<file path="config.mk">
export PLATFORM = sky130hd
export DESIGN_NAME = gpio_filt_port
export DESIGN_NICKNAME = d
export VERILOG_FILES = /design/src/rtl/gpio_filt_pkg.sv /design/src/rtl/gpio_sync.sv /design/src/rtl/gpio_debounce.sv /design/src/rtl/gpio_irq_flags.sv /design/src/rtl/gpio_filt_port.sv
export SDC_FILE = /design/constraint.sdc
export NUM_CORES = 1
export LEC_CHECK = 0
export ABC_AREA = 0
export CAP_MARGIN = 20
export CORE_AREA = 2 2 154 156
export DETAILED_ROUTE_END_ITERATION = 6
export DIE_AREA = 0 0 156 158
export DONT_BUFFER_PORTS = 1
export PLACE_DENSITY = 0.69
export SLEW_MARGIN = 10
export SYNTH_ARGS = -nofsm -noshare
export SYNTH_HDL_FRONTEND = slang
export SYNTH_SLANG_ARGS = --single-unit
</file>
<file path="constraint.sdc">
create_clock -name clk -period 5.2 [get_ports clk]
set_input_delay 0.52 -clock clk [delete_from_list [all_inputs] [get_ports clk]]
set_output_delay 0.52 -clock clk [all_outputs]
set_load 0.02 [all_outputs]
</file>
<file path="src/rtl/gpio_filt_pkg.sv">
package gpio_filt_pkg;
  localparam int CODE_W = 3;
  localparam int CNT_W  = 15;

  localparam logic [3:0] OFF_IN  = 4'h0;
  localparam logic [3:0] OFF_OUT = 4'h1;
  localparam logic [3:0] OFF_OE  = 4'h2;
  localparam logic [3:0] OFF_PU  = 4'h3;
  localparam logic [3:0] OFF_MSK = 4'h5;
  localparam logic [3:0] OFF_EDG = 4'h6;
  localparam logic [3:0] OFF_FLG = 4'h7;
  localparam logic [3:0] OFF_FLT = 4'h8;
  localparam logic [3:0] OFF_IEN = 4'hA;

  // Stable-time in clock periods for a filter code; 0 means bypass.
  function automatic logic [31:0] filt_period(input logic [CODE_W-1:0] code);
    if (code == '0) return 32'd0;
    return 32'd1 << (int'(code) + 7);
  endfunction

  function automatic logic is_mapped(input logic [3:0] a);
    case (a)
      OFF_IN, OFF_OUT, OFF_OE, OFF_PU, OFF_MSK,
      OFF_EDG, OFF_FLG, OFF_FLT, OFF_IEN: return 1'b1;
      default: return 1'b0;
    endcase
  endfunction
endpackage

</file>
<file path="src/rtl/gpio_sync.sv">
module gpio_sync #(
  parameter int W = 8
) (
  input  logic         clk,
  input  logic         rst_n,
  input  logic [W-1:0] d,
  output logic [W-1:0] q
);
  logic [W-1:0] meta;

  always_ff @(posedge clk or negedge rst_n) begin
    if (!rst_n) begin
      meta <= '0;
      q    <= '0;
    end else begin
      meta <= d;
      q    <= meta;
    end
  end
endmodule

</file>
<file path="src/rtl/gpio_debounce.sv">
module gpio_debounce
  import gpio_filt_pkg::*;
#(
  parameter int GW = 4
) (
  input  logic              clk,
  input  logic              rst_n,
  input  logic [CODE_W-1:0] code,
  input  logic [GW-1:0]     din,
  output logic [GW-1:0]     dout
);
  logic [31:0]      period;
  logic [CNT_W-1:0] last_cnt;
  logic             bypass;

  assign period   = filt_period(code);
  assign last_cnt = CNT_W'(period - 32'd1);
  assign bypass   = (code == '0);

  for (genvar i = 0; i < GW; i++) begin : g_pin
    logic [CNT_W-1:0] cnt;
    logic             lvl;

    always_ff @(posedge clk or negedge rst_n) begin
      if (!rst_n) begin
        cnt <= '0;
        lvl <= 1'b0;
      end else if (bypass) begin
        cnt <= '0;
        lvl <= din[i];
      end else if (din[i] == lvl) begin
        cnt <= '0;
      end else if (cnt == last_cnt) begin
        cnt <= '0;
        lvl <= din[i];
      end else begin
        cnt <= cnt + 1'b1;
      end
    end

    assign dout[i] = lvl;
  end
endmodule

</file>
<file path="src/rtl/gpio_irq_flags.sv">
module gpio_irq_flags #(
  parameter int W = 8
) (
  input  logic         clk,
  input  logic         rst_n,
  input  logic [W-1:0] filt,
  input  logic [W-1:0] ien,
  input  logic [W-1:0] edge_sel,
  input  logic [W-1:0] mask,
  input  logic [W-1:0] clr,
  output logic [W-1:0] edge_ev,
  output logic [W-1:0] flag_q,
  output logic         irq
);
  logic [W-1:0] filt_d;
  logic [W-1:0] rise;
  logic [W-1:0] fall;

  assign rise    = filt & ~filt_d;
  assign fall    = ~filt & filt_d;
  assign edge_ev = ien & ((~edge_sel & rise) | (edge_sel & fall));

  always_ff @(posedge clk or negedge rst_n) begin
    if (!rst_n) begin
      filt_d <= '0;
      flag_q <= '0;
    end else begin
      filt_d <= filt;
      flag_q <= (flag_q & ~clr) | edge_ev;
    end
  end

  assign irq = |(flag_q & mask);
endmodule

</file>
<file path="src/rtl/gpio_filt_port.sv">
module gpio_filt_port
  import gpio_filt_pkg::*;
#(
  parameter int NPIN  = 8,
  parameter int GROUP = 4
) (
  input  logic            clk,
  input  logic            rst_n,
  input  logic            wr_en,
  input  logic            rd_en,
  input  logic [3:0]      addr,
  input  logic [NPIN-1:0] wdata,
  output logic [NPIN-1:0] rdata,
  input  logic [NPIN-1:0] pin_in,
  output logic [NPIN-1:0] pin_out,
  output logic [NPIN-1:0] pin_oe,
  output logic [NPIN-1:0] pin_pu,
  output logic            irq
);
  localparam int NGROUP = NPIN / GROUP;

  logic [NPIN-1:0] out_q, oe_q, pu_q, mask_q, edge_q, ien_q;
  logic [NGROUP-1:0][CODE_W-1:0] fcode_q;
  logic [NPIN-1:0] gated, synced, filtered;
  logic [NPIN-1:0] edge_ev, flag_q, clr;
  logic [NPIN-1:0] fctl_rd;
  logic            wr_flags;

  always_ff @(posedge clk or negedge rst_n) begin
    if (!rst_n) begin
      out_q   <= '0;
      oe_q    <= '0;
      pu_q    <= '1;
      mask_q  <= '0;
      edge_q  <= '0;
      ien_q   <= '1;
      fcode_q <= '0;
    end else if (wr_en) begin
      case (addr)
        OFF_OUT: out_q  <= wdata;
        OFF_OE:  oe_q   <= wdata;
        OFF_PU:  pu_q   <= wdata;
        OFF_MSK: mask_q <= wdata;
        OFF_EDG: edge_q <= wdata;
        OFF_IEN: ien_q  <= wdata;
        OFF_FLT:
          for (int g = 0; g < NGROUP; g++)
            fcode_q[g] <= wdata[g*GROUP +: CODE_W];
        default: ;
      endcase
    end
  end

  assign pin_out = out_q;
  assign pin_oe  = oe_q;
  assign pin_pu  = pu_q;

  assign gated = pin_in & ien_q;

  gpio_sync #(.W(NPIN)) u_sync (
    .clk(clk), .rst_n(rst_n), .d(gated), .q(synced)
  );

  for (genvar g = 0; g < NGROUP; g++) begin : g_grp
    gpio_debounce #(.GW(GROUP)) u_deb (
      .clk  (clk),
      .rst_n(rst_n),
      .code (fcode_q[g]),
      .din  (synced[g*GROUP +: GROUP]),
      .dout (filtered[g*GROUP +: GROUP])
    );
  end

  assign wr_flags = wr_en && (addr == OFF_FLG);
  assign clr      = wr_flags ? wdata : '0;

  gpio_irq_flags #(.W(NPIN)) u_flags (
    .clk     (clk),
    .rst_n   (rst_n),
    .filt    (filtered),
    .ien     (ien_q),
    .edge_sel(edge_q),
    .mask    (mask_q),
    .clr     (clr),
    .edge_ev (edge_ev),
    .flag_q  (flag_q),
    .irq     (irq)
  );

  always_comb begin
    fctl_rd = '0;
    for (int g = 0; g < NGROUP; g++)
      fctl_rd[g*GROUP +: CODE_W] = fcode_q[g];
  end

  always_comb begin
    rdata = '0;
    if (rd_en) begin
      case (addr)
        OFF_IN:  rdata = synced;
        OFF_OUT: rdata = out_q;
        OFF_OE:  rdata = oe_q;
        OFF_PU:  rdata = pu_q;
        OFF_MSK: rdata = mask_q;
        OFF_EDG: rdata = edge_q;
        OFF_FLG: rdata = flag_q;
        OFF_FLT: rdata = fctl_rd;
        OFF_IEN: rdata = ien_q;
        default: rdata = '0;
      endcase
    end
  end
endmodule

</file>
== Word level (Yosys, flattened, before mapping) ==
Cells that the tools add are included.
Word-level totals
  register bits: 214
  input port bits: 24
  logic and storage cells: 173
Operators by class
  add/sub/neg operators: 12
  eq/ne operators: 32
  shift operators: 2
  mux-type cells: 57
  bitwise logic cells: 14
  reductions and logical operators: 28
Operators with widths (number)
  15-bit two-way mux: 28
  15-bit by 1-bit adder with 15-bit output, second input constant: 8
  15-bit == test: 8
  8-bit one-hot mux with 9 select lines: 1
  8-bit AND: 8
  8-bit inverter: 4
  2-bit AND reduction: 15
  1-bit by 4-bit << shifter with 15-bit output, first input constant: 2
  15-bit by 1-bit subtractor with 15-bit output, second input constant: 2
  1-bit two-way mux: 26
  8-bit two-way mux: 2
  2-bit by 1-bit inequality test with 1-bit output, second input constant: 8
  8-bit bitwise OR: 2
  2-bit nonzero test: 8
  4-bit by 3-bit == test with 1-bit output, second input constant: 3
  3-bit by 3-bit adder with 4-bit output, second input constant: 2
  1-bit == test: 8
  4-bit by 2-bit == test with 1-bit output, second input constant: 2
  4-bit == test, second input constant: 2
  8-bit OR reduction: 1
  3-bit zero test: 2
  4-bit by 1-bit == test with 1-bit output, second input constant: 1
  4-bit zero test: 1
  1-bit logical AND: 1

== Logic depth before layout (Yosys ltp) ==
  depth after elaboration: 8
  mapped depth: 20
  gate-level depth less buffers: 13

== Modules after synthesis ==
A second synthesis with hierarchy kept.
Unflattened totals
  cells, all modules: 1300
  area total of the unflattened synthesis: 12464.5 um2
By module, submodules not included
  gpio_debounce (g_grp[0].u_deb): instances 1, cells an instance 493, area each 4245.3 um2, sequential area each 1601.5 um2
  gpio_debounce (g_grp[1].u_deb): instances 1, cells an instance 491, area each 4197.8 um2, sequential area each 1601.5 um2
  gpio_filt_port: instances 1, cells an instance 239, area each 2904.0 um2, sequential area each 1371.3 um2
  gpio_irq_flags: instances 1, cells an instance 61, area each 716.9 um2, sequential area each 400.4 um2
  gpio_sync: instances 1, cells an instance 16, area each 400.4 um2, sequential area each 400.4 um2

== Worst setup path before layout ==
OpenSTA, ideal clock, no wires.
  path type: reg2reg
  from: register fcode_q[4] (netlist bit)
  to: register g_grp[1].u_deb.g_pin[1].lvl
  data arrival time: 3707 ps
  slack: 1368 ps
  stages on the path, launching flop included: 18
  buffers on the path: 4
  clock period less this slack: 3832 ps
  cells stage by stage: dfrtp_1 > buf_6 > clkbuf_1 > inv_1 > ha_1 > buf_2 > nand3b_1 > nor2_1 > inv_1 > ha_1 > buf_2 > nand3b_1 > or3_1 > or2_0 > a311oi_1 > nand4_1 > o21ai_0 > mux2_2
On the way
  word-level cells in the longest chain between the ends: 7
Ends and longest elaborated chain
  from (decl): line gpio_filt_port.sv:23  | logic [NGROUP-1:0][CODE_W-1:0] fcode_q;
  from (signal, indexed assignment): line gpio_filt_port.sv:48  | fcode_q[g] <= wdata[g*GROUP +: CODE_W];
  3-bit by 3-bit adder with 4-bit output / 3-bit zero test (equally long branches): line gpio_filt_pkg.sv:18, gpio_filt_pkg.sv:17, gpio_debounce.sv:18
  1-bit by 4-bit << shifter with 15-bit output / 1-bit two-way mux (equally long branches): line gpio_filt_pkg.sv:18, gpio_filt_pkg.sv:17
  15-bit two-way mux: line gpio_filt_pkg.sv:18  | return 32'd1 << (int'(code) + 7);
  15-bit by 1-bit subtractor with 15-bit output: line gpio_debounce.sv:17  | assign last_cnt = CNT_W'(period - 32'd1);
  15-bit == test: line gpio_debounce.sv:33  | end else if (cnt == last_cnt) begin
  2-bit nonzero test (no line)
  2-bit AND reduction (no line)
  to (signal assigned): line gpio_debounce.sv:30  | lvl <= din[i];
  to (signal assigned): line gpio_debounce.sv:35  | lvl <= din[i];
  to (decl): line gpio_debounce.sv:22  | logic lvl;
Parallel ways exist; a longest one is shown, timed or not.
A chain may end at the register's enable or synchronous reset.

== Worst setup path after layout ==
  from: register fcode_q[5] (netlist bit)
  to: register g_grp[1].u_deb.g_pin[2].lvl
On the way
  word-level cells in the longest chain between the ends: 7
Ends and longest elaborated chain (line)
  3-bit by 3-bit adder with 4-bit output / 3-bit zero test (equally long branches): gpio_filt_pkg.sv:18, gpio_filt_pkg.sv:17, gpio_debounce.sv:18
  1-bit by 4-bit << shifter with 15-bit output / 1-bit two-way mux (equally long branches): gpio_filt_pkg.sv:18, gpio_filt_pkg.sv:17
  15-bit two-way mux: gpio_filt_pkg.sv:18
  15-bit by 1-bit subtractor with 15-bit output: gpio_debounce.sv:17
  15-bit == test: gpio_debounce.sv:33
  2-bit nonzero test (no line)
  2-bit AND reduction (no line)
  to (signal assigned): gpio_debounce.sv:30
  to (signal assigned): gpio_debounce.sv:35
  to (decl): gpio_debounce.sv:22
Parallel ways exist; a longest one is shown, timed or not.

==> flow_summary.json <==
{
  "overflow": 0,
  "fin_crit_sh": 0.890,
  "crit_slowest_cell": "and3_1",
  "antenna_found_initial": 1,
  "fin_util": 0.581,
  "slew_headroom": 0.371,
  "synth_area_leaders": "dfrtp_1 (40%), xor2_1 (6.3%), mux2_2 (5.7%), xnor2_1 (5.5%), nor2_1 (4.5%)",
  "cts_resized": 0,
  "rows": 56,
  "setup.worst_path.end_class": "flop",
  "reg2reg_depth": 14,
  "clock.fmax_ghz": 0.216,
  "tns_ns": 0,
  "cts_tree": "done",
  "syn_inst": 1288,
  "cp.arrival_ns": 5.00,
  "status": "complete, but fails checks",
  "place.gp.congestion": 0.886,
  "post_cts_buffers": 0,
  "grtUsageTotal": 0.244,
  "p_leak_nw": 5.50,
  "fin_cells": 1563,
  "hold_path.class": "primary input to async pin",
  "dieHeight_um": 158,
  "ioPinCount": 57,
  "drive_above_1_share": 0.127,
  "path_class": "flop to flop",
  "grt_pass1_vias": 9116,
  "die_area_um2": 24600,
  "die_x_um": 156,
  "drt-total-wl_um": 29800,
  "viasPerCell": 6.01,
  "syn_area_per_cell_um2": 9.64,
  "vdd_ir_drop_max_mv": 0.351,
  "async_flop_share": 1.00,
  "powerDensity_nw_per_um2": 414,
  "cts_max_level": 1,
  "num_vias": 9391,
  "p_seq_frac": 0.412,
  "yosysTopAreaCellShare": 0.399,
  "rsz0062_at_grt": "false",
  "yosys_warnings": 0,
  "clk_pin_slew_worst_paths_ns": 0.06,
  "syn2layout_area_growth_pct": 7.89,
  "ant_nets": 0,
  "violations": "hold timing",
  "drv_slew": 0,
  "dr.pass1.iters": 7,
  "r2r-start": "fcode_q[5]$_DFFE_PN0P_",
  "reg2reg_to": "g_grp[1].u_deb.g_pin[2].lvl$_DFFE_PN0P_",
  "switching_power_mw": 1.88,
  "setup_viol_count_final": 0,
  "swShare": 0.339,
  "antenna_cells": 0,
  "coreArea_um2": 23100,
  "grt_max_degree": 215,
  "fin_hold_ws_ns": -0.318,
  "synth_ff_type": "dfrtp_1",
  "hold_viol_final": 198,
  "first_iter_violations": 769,
  "finClkSkew_ns": 0.0209,
  "dp_hpwl_um": 20100,
  "insertion_delay_ns": 0.53,
  "startpoint_type": "flop",
  "intPower_mw": 3.67,
  "cts-root-buf": "clkbuf_16",
  "clock_sinks": 214,
  "cp-startpoint": "fcode_q[5]$_DFFE_PN0P_",
  "tightest_slew_ns": 0.941,
  "io_buffers": 0,
  "synth_cell_types": 89,
  "syn_area_um2": 12400,
  "yosysSeqAreaShare": 0.433,
  "dp.cells": 1518,
  "finalCriticalPeriod_ns": 4.63,
  "max_cap_viol_count": 0,
  "drc": 0,
  "combPwrFrac": 0.250,
  "cts_buffers": 25,
  "crit_chain": "clkinv_1 -> ha_1 -> buf_4 -> nand3b_1 -> nor2_1 -> inv_1 -> ha_1 -> nor2b_1 -> a21oi_1 -> o21ai_2 -> xor2_1 -> a211oi_1 -> and3_1 -> o221ai_1",
  "r2r_slack_ns": 0.57,
  "start_util": 0.538,
  "crit_end": "g_grp[1].u_deb.g_pin[2].lvl$_DFFE_PN0P_",
  "max_stage_delay_ns": 0.74,
  "crit_path_frequent_cell": "ha_1",
  "worstPathRequired_ns": 5.57,
  "ys_ff_latch": 214,
  "grt_pass1_wl_um": 48700,
  "clock_path_buffers": 3,
  "nets": 1293,
  "post_drt_wl_per_cell_um": 19.0,
  "cp_max_fo": 23,
  "synth_edf_count": 0,
  "yosysTopAreaCell": "dfrtp_1",
  "pwr-share-clk": 0.338
}
==> worst max-delay path, delay by kind of cell (launching register included) <==
kind            cells  cell delay [ns]
simple gates        4             1.51
compound gates      4             1.18
fa+ha+maj           2             0.74
buf+inv             3             0.52
flops               1             0.34
xor+xnor            1             0.18
==> power groups by stage <==
stage | combinational (mW) | sequential, mW | clock, mW
floorplan | 1.14 | 2.18 | 0
global placement | 1.34 | 2.30 | 0
detailed placement | 1.37 | 2.31 | 0
CTS | 1.38 | 2.28 | 1.91
global route | 1.53 | 2.32 | 1.97
finish | 1.38 | 2.28 | 1.88
==> metal layers <==
layer | vias to the layer above | wire, µm | global-route usage
met5 | - | 0 | 0
met4 | 0 | 555 | 0.0564
met3 | 47 | 2110 | 0.0454
met2 | 296 | 13300 | 0.386
met1 | 4594 | 13800 | 0.352
li1 | 4454 | - | -
==> synthesized netlist by cell type, types with 11 or more instances <==
cell type / number
a21oi_1: 30
a22o_1: 11
a22oi_1: 14
and2_1: 14
and3_1: 27
buf_2: 22
clkbuf_1: 35
dfrtp_1: 198
dfstp_2: 16
ha_1: 14
inv_1: 23
mux2_2: 63
nand2_1: 85
nand2b_1: 25
nand3_1: 73
nand3b_1: 13
nand4_1: 27
nor2_1: 149
nor2b_1: 20
nor3_1: 41
nor3_2: 12
o21ai_0: 41
or3_1: 12
xnor2_1: 78
xor2_1: 89
==> layout by cell type (no fill, tap or decap), types with 5 or more instances in the layout <==
master	synthesis	final
a211oi_1	7	7
a21o_1	6	6
a21oi_1	30	30
a221oi_1	7	7
a22o_1	11	11
a22oi_1	14	14
a31oi_1	6	6
and2_1	14	14
and3_1	27	27
and3b_1	5	5
buf_4	1	9
clkbuf_16	0	25
clkbuf_8	0	6
dfrtp_1	198	198
dfstp_2	16	16
ha_1	14	14
inv_1	23	23
mux2_2	63	63
mux2i_1	8	8
nand2_1	85	85
nand2b_1	25	25
nand3_1	73	73
nand3b_1	13	13
nand4_1	27	27
nor2_1	149	149
nor2b_1	20	20
nor3_1	41	41
nor3_2	12	12
nor3b_1	5	5
nor4_1	7	7
nor4bb_1	5	5
o21ai_0	41	41
o22ai_1	6	6
or3_1	12	12
xnor2_1	78	78
xor2_1	89	89
==> layout make-up <==
class / instances / area [µm²]
clock buffers: 34 / 719
inverters: 25 / 93.8
multi-input cells: 980 / 6610
repair buffers: 9 / 67.6
clock inverters: 11 / 168
fillers: 1935 / 9660
flip-flops and latches: 214 / 5380
well taps: 290 / 363
==> worst min path at each step <==
stage | start | to | slack, ns | cells past startpoint
3_3_place_gp | rst_n | g_grp[1].u_deb.g_pin[2].cnt[7]$_DFF_PN0_ | 0.23 | 0
2_1_floorplan | rst_n | edge_q[0]$_DFFE_PN0P_ | 0.22 | 0
3_5_place_dp | rst_n | g_grp[1].u_deb.g_pin[2].cnt[6]$_DFF_PN0_ | 0.23 | 0
5_1_grt | rst_n | g_grp[1].u_deb.g_pin[2].cnt[6]$_DFF_PN0_ | -0.33 | 0
4_1_cts | rst_n | g_grp[1].u_deb.g_pin[1].cnt[0]$_DFF_PN0_ | -0.32 | 0
6_report | rst_n | g_grp[1].u_deb.g_pin[1].cnt[13]$_DFF_PN0_ | -0.32 | 0
==> kinds of logic after synthesis <==
group | Yosys count | synth area share
flops | 214 | 0.433
mux | 75 | 0.0691
compound gates | 182 | 0.104
other cells | 1 | 0.000302
simple gates | 539 | 0.225
buf+inv | 95 | 0.0351
xor+xnor | 168 | 0.119
fa+ha+maj | 14 | 0.0141
==> sequential cells by signal (all words and copies together), names as in the netlist <==
name and flops:
u_flags.flag_q 8, mask_q 8, g_grp.u_deb.g_pin.lvl 8, u_sync.q 8, u_sync.meta 8, g_grp.u_deb.g_pin.cnt 120, ien_q 8, pin_pu 8
pin_oe 8, fcode_q 6, pin_out 8, u_flags.filt_d 8, edge_q 8
==> metrics by stage <==
step,total power [mW],hold WS [ns],worst slack [ns],cell area (µm²)
6_report,5.54,-0.318,0.572,13400
5_1_grt,5.82,-0.331,0.144,13400
4_1_cts,5.57,-0.322,0.645,13400
3_5_place_dp,3.68,0.234,0.663,12500
3_3_place_gp,3.64,0.234,0.837,12500
2_1_floorplan,3.33,0.224,1.37,12400
Power figures use the tool's default switching activity.
